===== src/rtl/flowctl_pkg.sv =====
package flowctl_pkg;

    localparam int FC_CHAR_W = 8;
    localparam int FC_LVL_W  = 8;

    typedef enum logic [1:0] {
        REQ_NONE = 2'd0,
        REQ_STOP = 2'd1,
        REQ_GO   = 2'd2
    } req_kind_e;

    typedef struct packed {
        logic [FC_LVL_W-1:0] hi;
        logic [FC_LVL_W-1:0] lo;
    } thr_pair_t;

    function automatic logic [FC_CHAR_W-1:0] wlen_mask(input logic [1:0] w);
        logic [FC_CHAR_W-1:0] m;
        m = '1;
        return m >> (2'd3 - w);
    endfunction

    function automatic thr_pair_t legacy_pair(input logic [1:0] sel);
        thr_pair_t p;
        case (sel)
            2'd0:    begin p.hi = 8'd8;  p.lo = 8'd0;  end
            2'd1:    begin p.hi = 8'd16; p.lo = 8'd7;  end
            2'd2:    begin p.hi = 8'd24; p.lo = 8'd15; end
            default: begin p.hi = 8'd28; p.lo = 8'd23; end
        endcase
        return p;
    endfunction

endpackage


===== src/rtl/flowctl_level.sv =====
module flowctl_level
    import flowctl_pkg::*;
#(
    parameter int LVL_W  = FC_LVL_W,
    parameter int CHAR_W = FC_CHAR_W
) (
    input  logic              clk,
    input  logic              rst_n,
    input  logic              hw_en,
    input  logic              use_dtr,
    input  logic              sw_tx_en,
    input  logic              sw_double,
    input  logic              ext_mode,
    input  logic [1:0]        legacy_sel,
    input  logic [LVL_W-1:0]  hi_thr,
    input  logic [LVL_W-1:0]  lo_thr,
    input  logic [LVL_W-1:0]  fifo_level,
    input  logic [CHAR_W-1:0] stop1,
    input  logic [CHAR_W-1:0] stop2,
    input  logic [CHAR_W-1:0] go1,
    input  logic [CHAR_W-1:0] go2,
    input  logic              req_ack,
    output logic              rts_n,
    output logic              dtr_n,
    output logic              req_valid,
    output logic [CHAR_W-1:0] req_char
);

    typedef struct packed {
        logic      throttled;
        logic      rts_n;
        logic      dtr_n;
        req_kind_e kind;
        logic      second;
    } lvl_state_t;

    lvl_state_t st_q, st_d;
    thr_pair_t  leg;
    logic [LVL_W-1:0] hi_eff, lo_eff;
    logic rise, fall;

    always_comb begin
        leg    = legacy_pair(legacy_sel);
        hi_eff = ext_mode ? hi_thr : leg.hi;
        lo_eff = ext_mode ? lo_thr : leg.lo;

        st_d = st_q;
        if (st_q.throttled)
            st_d.throttled = !(fifo_level <= lo_eff);
        else
            st_d.throttled = (fifo_level >= hi_eff);

        rise = st_d.throttled && !st_q.throttled;
        fall = !st_d.throttled && st_q.throttled;

        st_d.rts_n = (hw_en && !use_dtr) ? st_d.throttled : 1'b1;
        st_d.dtr_n = (hw_en && use_dtr)  ? st_d.throttled : 1'b1;

        if (req_ack && st_q.kind != REQ_NONE) begin
            if (sw_double && !st_q.second) begin
                st_d.second = 1'b1;
            end else begin
                st_d.kind   = REQ_NONE;
                st_d.second = 1'b0;
            end
        end
        if (sw_tx_en && rise) begin
            st_d.kind   = REQ_STOP;
            st_d.second = 1'b0;
        end else if (sw_tx_en && fall) begin
            st_d.kind   = REQ_GO;
            st_d.second = 1'b0;
        end
    end

    always_ff @(posedge clk or negedge rst_n) begin
        if (!rst_n) begin
            st_q.throttled <= 1'b0;
            st_q.rts_n     <= 1'b1;
            st_q.dtr_n     <= 1'b1;
            st_q.kind      <= REQ_NONE;
            st_q.second    <= 1'b0;
        end else begin
            st_q <= st_d;
        end
    end

    assign rts_n     = st_q.rts_n;
    assign dtr_n     = st_q.dtr_n;
    assign req_valid = (st_q.kind != REQ_NONE);
    assign req_char  = (st_q.kind == REQ_STOP) ? (st_q.second ? stop2 : stop1)
                                               : (st_q.second ? go2 : go1);


    rts_high_chk: assert property (@(posedge clk) disable iff (!rst_n)
        (hw_en && !use_dtr && fifo_level >= hi_eff) |=> rts_n);


    req_hold_chk: assert property (@(posedge clk) disable iff (!rst_n)
        (req_valid && !req_ack) |=> req_valid);

endmodule


===== src/rtl/flowctl_match.sv =====
module flowctl_match
    import flowctl_pkg::*;
#(
    parameter int CHAR_W = FC_CHAR_W
) (
    input  logic              clk,
    input  logic              rst_n,
    input  logic              rx_en,
    input  logic              dbl,
    input  logic [1:0]        wlen,
    input  logic              pat_we,
    input  logic [1:0]        pat_addr,
    input  logic [CHAR_W-1:0] pat_wdata,
    input  logic              rx_valid,
    input  logic [CHAR_W-1:0] rx_char,
    output logic              fwd_valid,
    output logic [CHAR_W-1:0] fwd_char,
    output logic              paused,
    output logic [CHAR_W-1:0] stop1,
    output logic [CHAR_W-1:0] stop2,
    output logic [CHAR_W-1:0] go1,
    output logic [CHAR_W-1:0] go2
);

    localparam int NPAT = 4;

    typedef struct packed {
        logic [NPAT-1:0][CHAR_W-1:0] pat;
        logic              held_v;
        logic              held_go;
        logic [CHAR_W-1:0] held_char;
        logic              pend_v;
        logic [CHAR_W-1:0] pend_char;
        logic              fwd_v;
        logic [CHAR_W-1:0] fwd_char;
        logic              paused;
    } m_state_t;

    m_state_t st_q, st_d;
    logic [CHAR_W-1:0] mask, mc;
    logic hit_s1, hit_s2, hit_g1, hit_g2;

    always_comb begin
        mask   = wlen_mask(wlen);
        mc     = rx_char & mask;
        hit_s1 = (mc == (st_q.pat[0] & mask));
        hit_s2 = (mc == (st_q.pat[1] & mask));
        hit_g1 = (mc == (st_q.pat[2] & mask));
        hit_g2 = (mc == (st_q.pat[3] & mask));

        st_d       = st_q;
        st_d.fwd_v = 1'b0;
        if (pat_we)
            st_d.pat[pat_addr] = pat_wdata;

        if (rx_valid) begin
            if (!rx_en) begin
                st_d.fwd_v    = 1'b1;
                st_d.fwd_char = rx_char;
            end else if (!dbl) begin
                if (hit_s1)      st_d.paused = 1'b1;
                else if (hit_g1) st_d.paused = 1'b0;
                else begin
                    st_d.fwd_v    = 1'b1;
                    st_d.fwd_char = rx_char;
                end
            end else if (st_q.held_v && !st_q.held_go && hit_s2) begin
                st_d.paused = 1'b1;
                st_d.held_v = 1'b0;
            end else if (st_q.held_v && st_q.held_go && hit_g2) begin
                st_d.paused = 1'b0;
                st_d.held_v = 1'b0;
            end else begin
                if (st_q.held_v) begin
                    st_d.fwd_v    = 1'b1;
                    st_d.fwd_char = st_q.held_char;
                end
                st_d.held_v = 1'b0;
                if (hit_s1 || hit_g1) begin
                    st_d.held_v    = 1'b1;
                    st_d.held_go   = !hit_s1;
                    st_d.held_char = rx_char;
                end else if (st_q.held_v) begin
                    st_d.pend_v    = 1'b1;
                    st_d.pend_char = rx_char;
                end else begin
                    st_d.fwd_v    = 1'b1;
                    st_d.fwd_char = rx_char;
                end
            end
        end else if (st_q.pend_v) begin
            st_d.fwd_v    = 1'b1;
            st_d.fwd_char = st_q.pend_char;
            st_d.pend_v   = 1'b0;
        end
    end

    always_ff @(posedge clk or negedge rst_n) begin
        if (!rst_n) st_q <= '0;
        else        st_q <= st_d;
    end

    assign fwd_valid = st_q.fwd_v;
    assign fwd_char  = st_q.fwd_char;
    assign paused    = st_q.paused;
    assign stop1     = st_q.pat[0];
    assign stop2     = st_q.pat[1];
    assign go1       = st_q.pat[2];
    assign go2       = st_q.pat[3];


    passthru_chk: assert property (@(posedge clk) disable iff (!rst_n)
        (rx_valid && !rx_en && !st_q.pend_v && !st_q.held_v)
            |=> (fwd_valid && fwd_char == $past(rx_char)));


    pause_src_chk: assert property (@(posedge clk) disable iff (!rst_n)
        $rose(paused) |-> $past(rx_valid));

endmodule


===== src/rtl/flowctl_txgate.sv =====
module flowctl_txgate (
    input  logic clk,
    input  logic rst_n,
    input  logic hw_en,
    input  logic use_dtr,
    input  logic cts_n,
    input  logic dsr_n,
    input  logic irq_en,
    input  logic flag_clr,
    input  logic tx_active,
    input  logic remote_paused,
    output logic tx_hold,
    output logic flag
);

    typedef struct packed {
        logic hold;
        logic prev;
        logic flag;
    } g_state_t;

    g_state_t st_q, st_d;
    logic sel_in, rise;

    always_comb begin
        sel_in = use_dtr ? dsr_n : cts_n;
        rise   = sel_in && !st_q.prev;

        st_d      = st_q;
        st_d.prev = sel_in;
        if (!tx_active)
            st_d.hold = (hw_en && sel_in) || remote_paused;
        if (flag_clr)
            st_d.flag = 1'b0;
        else if (rise && hw_en && irq_en)
            st_d.flag = 1'b1;
    end

    always_ff @(posedge clk or negedge rst_n) begin
        if (!rst_n) begin
            st_q.hold <= 1'b0;
            st_q.prev <= 1'b1;
            st_q.flag <= 1'b0;
        end else begin
            st_q <= st_d;
        end
    end

    assign tx_hold = st_q.hold;
    assign flag    = st_q.flag;


    hold_stable_chk: assert property (@(posedge clk) disable iff (!rst_n)
        tx_active |=> $stable(tx_hold));


    flag_gate_chk: assert property (@(posedge clk) disable iff (!rst_n)
        $rose(flag) |-> ($past(irq_en) && $past(hw_en)));

endmodule


===== src/rtl/uart_rx_flowctl.sv =====
module uart_rx_flowctl
    import flowctl_pkg::*;
#(
    parameter int LVL_W  = FC_LVL_W,
    parameter int CHAR_W = FC_CHAR_W
) (
    input  logic              clk,
    input  logic              rst_n,
    input  logic              cfg_hw_en,
    input  logic              cfg_use_dtr,
    input  logic              cfg_sw_tx_en,
    input  logic              cfg_sw_rx_en,
    input  logic              cfg_sw_double,
    input  logic              cfg_ext_mode,
    input  logic [1:0]        cfg_legacy_sel,
    input  logic [LVL_W-1:0]  cfg_hi_thr,
    input  logic [LVL_W-1:0]  cfg_lo_thr,
    input  logic [1:0]        cfg_wlen,
    input  logic              cfg_cts_irq_en,
    input  logic              pat_we,
    input  logic [1:0]        pat_addr,
    input  logic [CHAR_W-1:0] pat_wdata,
    input  logic [LVL_W-1:0]  fifo_level,
    input  logic              rx_valid,
    input  logic [CHAR_W-1:0] rx_char,
    output logic              rx_fwd_valid,
    output logic [CHAR_W-1:0] rx_fwd_char,
    input  logic              cts_n,
    input  logic              dsr_n,
    output logic              rts_n,
    output logic              dtr_n,
    input  logic              tx_active,
    output logic              tx_hold,
    output logic              ctl_req_valid,
    output logic [CHAR_W-1:0] ctl_req_char,
    input  logic              ctl_req_ack,
    output logic              cts_flag,
    input  logic              cts_flag_clr,
    output logic              remote_paused
);

    logic [CHAR_W-1:0] stop1, stop2, go1, go2;

    flowctl_match #(.CHAR_W(CHAR_W)) u_match (
        .clk(clk), .rst_n(rst_n),
        .rx_en(cfg_sw_rx_en), .dbl(cfg_sw_double), .wlen(cfg_wlen),
        .pat_we(pat_we), .pat_addr(pat_addr), .pat_wdata(pat_wdata),
        .rx_valid(rx_valid), .rx_char(rx_char),
        .fwd_valid(rx_fwd_valid), .fwd_char(rx_fwd_char),
        .paused(remote_paused),
        .stop1(stop1), .stop2(stop2), .go1(go1), .go2(go2)
    );

    flowctl_level #(.LVL_W(LVL_W), .CHAR_W(CHAR_W)) u_level (
        .clk(clk), .rst_n(rst_n),
        .hw_en(cfg_hw_en), .use_dtr(cfg_use_dtr),
        .sw_tx_en(cfg_sw_tx_en), .sw_double(cfg_sw_double),
        .ext_mode(cfg_ext_mode), .legacy_sel(cfg_legacy_sel),
        .hi_thr(cfg_hi_thr), .lo_thr(cfg_lo_thr), .fifo_level(fifo_level),
        .stop1(stop1), .stop2(stop2), .go1(go1), .go2(go2),
        .req_ack(ctl_req_ack),
        .rts_n(rts_n), .dtr_n(dtr_n),
        .req_valid(ctl_req_valid), .req_char(ctl_req_char)
    );

    flowctl_txgate u_gate (
        .clk(clk), .rst_n(rst_n),
        .hw_en(cfg_hw_en), .use_dtr(cfg_use_dtr),
        .cts_n(cts_n), .dsr_n(dsr_n),
        .irq_en(cfg_cts_irq_en), .flag_clr(cts_flag_clr),
        .tx_active(tx_active), .remote_paused(remote_paused),
        .tx_hold(tx_hold), .flag(cts_flag)
    );

endmodule


===== config.mk =====
export PLATFORM = sky130hd
export DESIGN_NAME = uart_rx_flowctl
export DESIGN_NICKNAME = d
export VERILOG_FILES = /design/src/rtl/flowctl_pkg.sv /design/src/rtl/flowctl_level.sv /design/src/rtl/flowctl_match.sv /design/src/rtl/flowctl_txgate.sv /design/src/rtl/uart_rx_flowctl.sv
export SDC_FILE = /design/constraint.sdc
export NUM_CORES = 1
export LEC_CHECK = 0
export ABC_AREA = 1
export CAP_MARGIN = 20
export CORE_MARGIN = 4
export CORE_UTILIZATION = 53
export DETAILED_ROUTE_END_ITERATION = 10
export GPL_TIMING_DRIVEN = 0
export PLACE_DENSITY = 0.81
export SYNTH_ARGS = -nofsm -noshare
export SYNTH_HDL_FRONTEND = slang
export SYNTH_SLANG_ARGS = --single-unit

===== constraint.sdc =====
create_clock -name clk -period 1.8 [get_ports clk]
set_clock_uncertainty 0.05 [all_clocks]
set_input_delay 0.27 -clock clk [delete_from_list [all_inputs] [get_ports clk]]
set_output_delay 0.27 -clock clk [all_outputs]
set_load 0.05 [all_outputs]

==> qor.txt <==
Status - finished with violations
Violated checks - setup timing
Final GP Congestion - 0.899
Placed Area - 5490 um2
First-pass GRT wire length - 21.0 mm
Flop2flop setup slack - -0.04 ns
Critical path, cell by cell - nor2_4, buf_12, buf_6, a21oi_4, a32oi_4, buf_6
Hold Path Origin - rx_char[6]
Setup TNS - -1.39 ns
Crit share post-route - 109%
DR iter-0 viols - 354
Uppermost routed layer - met4
Hold Vio Cnt, Final - 0
DR DRC count - 0
Layout area overhead - 45.1%
Sequential cell fraction of total power - 30.8%
DIE AREA - 9920 um2
Logic pwr share - 48.4%
Seq/Total Area, Yosys - 39.5%
Worst R2R Start - u_match.go1[6]
Switching share of power - 42.2%
Clock share of power - 20.8%
RSZ-0062 raised after global routing - true
Final setup violation count - 22
DRT Pass-1 Iters - 5
Post-synth top area cell - dfrtp_1
Critical Path RT - 1.48 ns
WL met1 - 5.58 mm
DR vias - 4769
Syn nets - 691
CTS tree - yes
Worst hold path cell count - 3
CP startpoint kind - flop
Worst setup margin - -0.162 ns
Synthesis warning total - 0
Layout Nets - 818
Total of max-cap violations - 0
Largest net degree at the start of global routing - 71
WL final - 14.6 mm
Die X - 99.6 um
Vias in the first global route - 4497
Drt wl/cell - 17.2 um
Arrival time at the worst endpoint - 1.64 ns
Total gr overflow - 0
Clock buffer count from CTS - 9
Initial antenna violation count - 1
P_leak - 3.10 nW
Drt via density - 5.60
Kind of critical path - flop to primary output
I/O Buffers - 78
GRT Total Usage - 26.7%
CP max stage delay - 0.43 ns
Worst R2R Path Depth - 11
WL met3 - 968 um
Root buffer cell - clkbuf_8
Met2 wire len - 7.33 mm
Share of the synthesized area in the top cell type - 37.7%
Initial core utilization - 54.4%
Net Sw Power - 0.00304 W
Final Cell Area - 6450 um2
Clock tree sinks - 70
Synth Register Bits - 70
Syn avg cell area - 7.26 um2
Chip Height - 99.6 um
Most Frequent Cell on Critical Path - buf_6
Clock transition at path regs - 0.08 ns
Core ar. - 8180 um2
Internal power - 0.00416 W
RR Endpoint - u_match.st_q[21]
Max-slew violation count - 0
CTS H-tree lvls - 3
Number of top-level pins - 85
Worst vdd rail ir drop - 0.759 mV
Fillers - 510
Worst hold path class - input port to flop
Critical Path Sink Type - primary output
Share of layout cells above drive strength 1 - 27.0%
Relative slew slack - 40.1%
Pwr/cell area - 1120 nW/um2
Rows - 33
Main area contributors after synthesis - dfrtp_1 38%, nand2_1 18%, o21ai_0 5.5%
Clock Latency Late Sink - 0.36 ns
Hold Path End - u_match.st_q[16]
Syn Inst Count - 613
Final ANT Viol Nets - 0
Final Critical Period - 1.96 ns
Tightest Pin Transition - 0.898 ns
Clock tree buffer depth - 2
Cell Area, Synth - 4450 um2
Synth unique cells - 34
CP max-delay cell - dfrtp_1
Fmax - 510 MHz
Post-DP HPWL - 9.23 mm
Crit-path max FO - 6
## metal layers
metal | global-route usage (%) | up-vias
li1 | - | 2232
met1 | 32.3 | 2235
met2 | 45.7 | 229
met3 | 4.98 | 73
met4 | 13.1 | 0
met5 | 0 | -
## worst max-delay path: cells and delay by family, from the launching register on
family / cells / cell delay [ns]
simple gates: 1 / 0.20
compound gates: 2 / 0.20
flops: 1 / 0.43
buf+inv: 3 / 0.44
## worst max-delay path by stage
stage	startpoint	to	slack, ns	cells after the start
2_1_floorplan	u_level.st_q[0]	ctl_req_char[0]	-0.01	5
5_1_grt	u_level.st_q[2]	ctl_req_char[6]	-0.21	6
3_3_place_gp	rst_n	u_match.go1[6]	-1.84	1
4_1_cts	u_level.st_q[1]	ctl_req_char[0]	-0.13	7
3_5_place_dp	u_level.st_q[1]	ctl_req_char[1]	-0.89	6
6_report	u_level.st_q[2]	ctl_req_char[0]	-0.16	6
## through the flow
stage          hold slack (ns)  total power, W  util [%]  setup slack, ns  std cells
6_report                 0.241         0.00720      78.9           -0.162        851
2_1_floorplan          -0.0756         0.00405         -          -0.0102        613
3_3_place_gp             0.417         0.00480      67.2            -1.84        796
4_1_cts                  0.213         0.00681      73.8           -0.134        831
5_1_grt                  0.240         0.00751      78.9           -0.208        851
3_5_place_dp             0.387         0.00489      67.2           -0.891        796
## state kept, by name, summed over array words and instances (netlist names), 4 cells and up
signal	cells
u_match.go1	8
u_match.stop2	8
u_match.st_q	19
u_level.st_q	4
u_match.go2	8
u_match.fwd_char	8
u_match.stop1	8
## cells in the final DEF, fill, tap and decap left out, types with 7 or more instances in the layout
| master | instances |
|---|---|
| buf_6 | 19 |
| xnor2_1 | 12 |
| buf_2 | 9 |
| o21ai_2 | 23 |
| clkdlybuf4s50_1 | 45 |
| clkbuf_8 | 14 |
| nand2_1 | 200 |
| o21ai_1 | 12 |
| o21ai_0 | 39 |
| nand3_1 | 24 |
| ha_1 | 15 |
| inv_2 | 13 |
| nand4_1 | 7 |
| buf_4 | 31 |
| nand2_2 | 18 |
| inv_1 | 42 |
| nor2_1 | 29 |
| dfrtp_1 | 62 |
| dlygate4sd2_1 | 19 |
| a21oi_1 | 14 |
| o21a_1 | 9 |
| a21oi_2 | 7 |
| nand2_4 | 7 |
## cell type report
class,instances,area [um2],area share (%)
tap,105,131,2.04
buffer,28,230,3.57
clock buffer,10,138,2.13
sequential,70,1760,27.3
multi-input combinational,455,2710,41.9
inverter,60,245,3.80
antenna,1,2.50,0.0388
clock inverter,6,92.6,1.43
timing repair buffer,116,1150,17.8
## synthesized netlist by cell type
cell type / count
dfrtp_1: 67
buf_4: 8
nand2_2: 3
a21oi_2: 1
nand3_1: 27
dfstp_2: 3
inv_1: 46
nor3_4: 1
clkinv_2: 1
nand3b_1: 1
nand3_4: 3
xnor2_1: 14
clkbuf_1: 11
a32oi_1: 5
a22oi_1: 1
nand2_4: 3
buf_6: 3
nor3_1: 3
a21oi_1: 24
ha_1: 16
o22ai_1: 2
nand2_1: 219
o21ai_0: 49
o21a_1: 9
o21ai_1: 17
xor2_1: 1
o21ai_2: 8
nand4_1: 7
or2_0: 1
inv_2: 13
o211ai_1: 1
nor2_1: 37
buf_2: 7
or2_2: 1
## power by group through the flow
stage               clock (W)  sequential (W)  combinational, W
floorplan                   0         0.00215           0.00190
global placement            0         0.00215           0.00264
detailed placement          0         0.00217           0.00271
CTS                   0.00149         0.00218           0.00315
global route          0.00159         0.00224           0.00368
finish                0.00150         0.00222           0.00348
## logic make-up after synthesis
group                      after synthesis  share of synthesized area, %
buffers and inverters                   89                          8.92
DFF                                     70                          39.5
xor gates and xnor gates                15                          2.95
and+or+nand+nor                        306                          29.1
AOI/OAI and AO/OA                      117                          15.0
adders and majority gates               16                          4.50
## repair_timing
action | 4_1_cts | 5_1_grt
setup buffers | 18 | 15
gates resized for setup | 134 | 78
endpoints found under the hold margin | 7 | 0
cloned | 1 | 4
hold buffers | 1 | 0
pin swaps | 15 | 28
endpoints found under the setup margin | 58 | 43
No activity file was read; power rests on OpenSTA's default activity.
